==> src/rtl/dma_mask_pkg.sv <==
package dma_mask_pkg;
  localparam int GRP_CH     = 4;
  localparam int GRP_CNT    = 2;
  localparam int NCH        = GRP_CH * GRP_CNT;
  localparam int SEL_W      = $clog2(GRP_CH);
  localparam int GRP_W      = $clog2(GRP_CNT);
  localparam int CASCADE_CH = GRP_CH;
  localparam int REG_W      = 8;

  typedef logic [GRP_CH-1:0] grp_mask_t;

  // next mask value of one group; later steps override earlier ones
  function automatic grp_mask_t mask_next(
    input grp_mask_t        cur,
    input logic             clr,
    input logic             ld_all,
    input grp_mask_t        all_bits,
    input logic             ld_one,
    input logic [SEL_W-1:0] sel,
    input logic             val,
    input grp_mask_t        tc_hit
  );
    grp_mask_t n;
    grp_mask_t oh;
    n  = cur;
    oh = grp_mask_t'(1) << sel;
    if (ld_all) n = all_bits;
    if (ld_one) n = val ? (n | oh) : (n & ~oh);
    n = n | tc_hit;
    if (clr) n = '1;
    return n;
  endfunction

  // gate requests: own mask, plus cascade mask for the lower group
  function automatic logic [NCH-1:0] gate_req(
    input logic [NCH-1:0] req,
    input logic [NCH-1:0] mask
  );
    logic [NCH-1:0] g;
    g = req & ~mask;
    if (mask[CASCADE_CH]) g[GRP_CH-1:0] = '0;
    return g;
  endfunction
endpackage

==> src/rtl/dma_req_sync.sv <==
module dma_req_sync #(
  parameter int W      = 8,
  parameter int STAGES = 2
) (
  input  logic         clk,
  input  logic         rst_n,
  input  logic [W-1:0] d,
  output logic [W-1:0] q
);
  logic [W-1:0] stg [STAGES];

  generate
    for (genvar s = 0; s < STAGES; s++) begin : g_stage
      if (s == 0) begin : g_first
        always_ff @(posedge clk or negedge rst_n) begin
          if (!rst_n) stg[0] <= '0;
          else        stg[0] <= d;
        end
      end else begin : g_next
        always_ff @(posedge clk or negedge rst_n) begin
          if (!rst_n) stg[s] <= '0;
          else        stg[s] <= stg[s-1];
        end
      end
    end
  endgenerate

  assign q = stg[STAGES-1];
endmodule

==> src/rtl/dma_mask_group.sv <==
module dma_mask_group
  import dma_mask_pkg::*;
(
  input  logic             clk,
  input  logic             rst_n,
  input  logic             clr,
  input  logic             ld_all,
  input  grp_mask_t        all_bits,
  input  logic             ld_one,
  input  logic [SEL_W-1:0] sel,
  input  logic             val,
  input  grp_mask_t        tc_hit,
  output grp_mask_t        mask
);
  grp_mask_t mask_q;

  always_ff @(posedge clk or negedge rst_n) begin
    if (!rst_n) mask_q <= '1;
    else        mask_q <= mask_next(mask_q, clr, ld_all, all_bits, ld_one, sel, val, tc_hit);
  end

  assign mask = mask_q;
endmodule

==> src/rtl/dma_req_gate.sv <==
module dma_req_gate
  import dma_mask_pkg::*;
(
  input  logic [NCH-1:0] req,
  input  logic [NCH-1:0] mask,
  output logic [NCH-1:0] gated
);
  assign gated = gate_req(req, mask);
endmodule

==> src/rtl/dma_req_mask_unit.sv <==
module dma_req_mask_unit
  import dma_mask_pkg::*;
#(
  parameter int SYNC_STAGES = 2
) (
  input  logic             clk,
  input  logic             rst_n,
  input  logic             wr_all_en,
  input  logic             wr_all_grp,
  input  logic [REG_W-1:0] wr_all_data,
  input  logic             wr_one_en,
  input  logic             wr_one_grp,
  input  logic [2:0]       wr_one_data,
  input  logic [1:0]       mclr,
  input  logic [7:0]       tc_pulse,
  input  logic [7:0]       autoinit,
  input  logic             rd_grp,
  output logic [REG_W-1:0] rd_data,
  input  logic [7:0]       dreq_raw,
  output logic [7:0]       dreq_out
);
  // named internal events, used by the checker
  logic [NCH-1:0] mask_vec;
  logic [NCH-1:0] req_sync;
  logic [NCH-1:0] tc_set;

  assign tc_set = tc_pulse & ~autoinit;

  dma_req_sync #(.W(NCH), .STAGES(SYNC_STAGES)) u_sync (
    .clk(clk), .rst_n(rst_n), .d(dreq_raw), .q(req_sync)
  );

  generate
    for (genvar g = 0; g < GRP_CNT; g++) begin : g_grp
      logic hit_all, hit_one;
      grp_mask_t m;
      assign hit_all = wr_all_en && (wr_all_grp == GRP_W'(g));
      assign hit_one = wr_one_en && (wr_one_grp == GRP_W'(g));
      dma_mask_group u_grp (
        .clk(clk), .rst_n(rst_n), .clr(mclr[g]),
        .ld_all(hit_all), .all_bits(wr_all_data[GRP_CH-1:0]),
        .ld_one(hit_one), .sel(wr_one_data[SEL_W-1:0]), .val(wr_one_data[SEL_W]),
        .tc_hit(tc_set[g*GRP_CH +: GRP_CH]), .mask(m)
      );
      assign mask_vec[g*GRP_CH +: GRP_CH] = m;
    end
  endgenerate

  dma_req_gate u_gate (.req(req_sync), .mask(mask_vec), .gated(dreq_out));

  assign rd_data = {{(REG_W-GRP_CH){1'b0}}, mask_vec[GRP_CH*rd_grp +: GRP_CH]};
endmodule

==> config.mk <==
export PLATFORM = sky130hd
export DESIGN_NAME = dma_req_mask_unit
export DESIGN_NICKNAME = d
export VERILOG_FILES = /design/src/rtl/dma_mask_pkg.sv /design/src/rtl/dma_req_sync.sv /design/src/rtl/dma_mask_group.sv /design/src/rtl/dma_req_gate.sv /design/src/rtl/dma_req_mask_unit.sv
export SDC_FILE = /design/constraint.sdc
export NUM_CORES = 1
export LEC_CHECK = 0
export BUFFER_PORTS_ARGS = -buffer_cell sky130_fd_sc_hd__buf_2
export CORE_ASPECT_RATIO = 1.2
export CORE_MARGIN = 2
export CORE_UTILIZATION = 44
export CTS_CLUSTER_SIZE = 30
export DETAILED_ROUTE_END_ITERATION = 7
export PLACE_DENSITY_LB_ADDON = 0.25
export SYNTH_ARGS = -nofsm -noshare
export SYNTH_HDL_FRONTEND = slang
export SYNTH_HIERARCHICAL = 1
export SYNTH_SLANG_ARGS = --single-unit
export TNS_END_PERCENT = 20
==> constraint.sdc <==
create_clock -name clk -period 1 [get_ports clk]
set_clock_uncertainty 0.05 [all_clocks]
set_input_delay 0.2 -clock clk [delete_from_list [all_inputs] [get_ports clk]]
set_output_delay 0.2 -clock clk [all_outputs]
set_load 0.05 [all_outputs]
==> impl_metrics.ini <==
[drt]
routed.top_layer = met4
routed-via-count = 959
drc = 0
vias_per_cell = 4.80
dr_wl_met2_um = 1500
wl_um = 2660
drt_iter0_drc = 27
drt-met1-wl_um = 979
firstDrtPassIters = 4
final_antenna_net_count = 0
wl_met3_um = 152
wl_per_cell_um = 13.3

[setup_path]
r2r_slack_ns = -0.18
rr_endpoint = g_grp[1].u_grp/mask[0]$_DFF_PN1_
crit_required_ns = 0.75
startpoint_type = register
crit_path_max_fanout = 4
reg2reg_from = g_grp[1].u_grp/mask[0]$_DFF_PN1_
end_kind = output pin
worstSetupPathType = reg2out
reg2regPathDepth = 3
crit_arrival_ns = 1.24

[sta]
fin_crit_ns = 1.49
slew_headroom = 0.658
fin_ws_ns = -0.487
post-route-period-util = 1.49
worst_pin_slew_ns = 0.513
setup_violations = 16
finalHoldViolations = 0
drv_slew = 0
rsz0062_at_grt = true
fmax_ghz = 0.673

[flow_run]
cap_violations = 0

[grt]
grt_max_degree = 25
overflow = 0
track_usage = 0.178
grt_pass1_vias = 948
grt_pass1_wl_um = 4110
antenna_found_initial = 0

[logic_synthesis]
ys.flop_type = dfrtp_1
yosys.area.top_type_share = 0.337
synth_top_cell_by_area = dfrtp_1
synthAdderAreaFrac = 0
synth_compound_area_frac = 0.0590
syn_inst = 105
synthSimpleGateAreaFrac = 0.234
synth_warnings = 6
synth_top_family_by_area = simple AND/OR/NAND/NOR gates
synth.area.mux_share = 0.105
synth-edff-count = 0
synth_xor_area_frac = 0
synth_area_mm2 = 0.00119
synthDistinctLibCells = 17
synth_area_leaders = dfrtp_1 34%, dfstp_2 18%, buf_4 7.6%
ys_ff_latch = 24
syn_avg_cell_area_um2 = 11.3
ys_seq_area_frac = 0.514
async_flop_share = 1.00

[cts]
cts_sinks = 24
post-cts-setup-buffers = 0
clk_latency_ns = 0.30
htree_levels = 1
clockRootBuffer = clkbuf_4
cts_made_buffers = 3
clk_pin_slew_ns = 0.12
ctsLongestPathBuffers = 2
cts_tree = yes

[floorplan]
fp.dieW_um = 51.4
die_h_um = 60.9
rows = 20
die_area_mm2 = 0.00313
initial_core_util = 0.465
coreArea_mm2 = 0.00255
pin_count = 60

[final_layout]
syn2layout_area_growth_pct = 49.5
final_common_cell = buf_2
n_antenna_cell = 0
drive_gt1_frac = 0.521
instances_no_fill = 200
design_area_mm2 = 0.00178
most-common-layout-cells = 39 x buf_2, 16 x dfrtp_1, 13 x buf_6
layout.nets = 212

[placed_design]
placed_cell_area_mm2 = 0.00153
place_ws_ns = -0.241
detailedPlacementHpwl_um = 1980
dp_cells = 187
port_buffers = 51
place.gp.congestion = 0.764

[hold_path]
min_to = g_grp[1].u_grp/mask[2]$_DFF_PN1_
hold_path_class = in2reg
hold_depth = 3
min_from = mclr[1]

[power]
power_density_mw_per_mm2 = 1130
p_leak_nw = 0.844
ir_drop_uv = 1300

[run_status]
status = complete, but fails checks
violations = negative setup slack
[cell type report]
cell class,instances,area (um2)
fill,200,777
sequential,24,611
clock buffer,4,36.3
multi-input combinational,70,561
tap,33,41.3
timing repair buffer,69,527
[synth_stat cells (all sizes together), types with 4 or more instances]
master	instances
and3b	4
buf	12
dfrtp	16
dfstp	8
mux2	4
mux2i	8
nand2	4
nand2b	4
nor2	8
nor2b	14
nor3b	6
o221ai	8
[what timing repair did]
| item | CTS | global route |
|---|---|---|
| hold buffers | 9 | 0 |
| endpoints found under the setup margin | 17 | 17 |
| pin swaps | 2 | 1 |
| gates cloned | 0 | 0 |
| gates resized for setup | 30 | 4 |
| hold endpoints to repair | 24 | 0 |
[flip-flops by register name (all words and copies together), names as in the netlist]
name              count
g_grp.u_grp/mask      8
u_sync/q              8
u_sync/stg            8
[stage by stage]
| stage | power (W) | hold slack (ns) | setup TNS, ns | util |
|---|---|---|---|---|
| 2_1_floorplan | 0.00131 | -0.146 | -1.65 | - |
| 3_3_place_gp | 0.00145 | 0.140 | -2.57 | 0.601 |
| 3_5_place_dp | 0.00146 | 0.143 | -2.79 | 0.601 |
| 4_1_cts | 0.00200 | 0.0890 | -5.66 | 0.690 |
| 5_1_grt | 0.00209 | 0.0854 | -6.31 | 0.696 |
| 6_report | 0.00201 | 0.0892 | -5.70 | 0.696 |
[where the power goes]
group,switching [W],internal [W]
Clock,0.000266,0.000222
Combinational,0.000237,0.000222
Sequential,0.0000262,0.00103
Total,0.000530,0.00148
[how the worst max path moves through the flow]
stage	from	endpoint	slack (ns)	depth (start not counted)
floorplan	g_grp[1].u_grp/mask[0]$_DFF_PN1_	rd_data[0]	-0.19	1
global placement	g_grp[1].u_grp/mask[0]$_DFF_PN1_	dreq_out[3]	-0.21	3
detailed placement	g_grp[1].u_grp/mask[0]$_DFF_PN1_	dreq_out[0]	-0.24	3
CTS	g_grp[1].u_grp/mask[0]$_DFF_PN1_	dreq_out[2]	-0.49	3
global route	g_grp[1].u_grp/mask[0]$_DFF_PN1_	dreq_out[2]	-0.52	3
finish	g_grp[1].u_grp/mask[0]$_DFF_PN1_	dreq_out[2]	-0.49	3
[worst max-delay path, stage by stage (launching register included)]
cell and delay [ns]:
dfstp_2 0.61, buf_4 0.14, nor3b_4 0.04, buf_6 0.14
[routing by layer]
metal	vias up	GRT usage
met5	-	0
met4	0	0.0602
met3	4	0.0369
met2	34	0.332
met1	451	0.202
li1	470	-
[cell families after synthesis]
kind of cell	Yosys count
buffers and inverters	14
DFF	24
and+or+nand+nor	46
muxes	12
AOI/OAI and AO/OA	8
other	1
(Power assumes the default switching activity.)
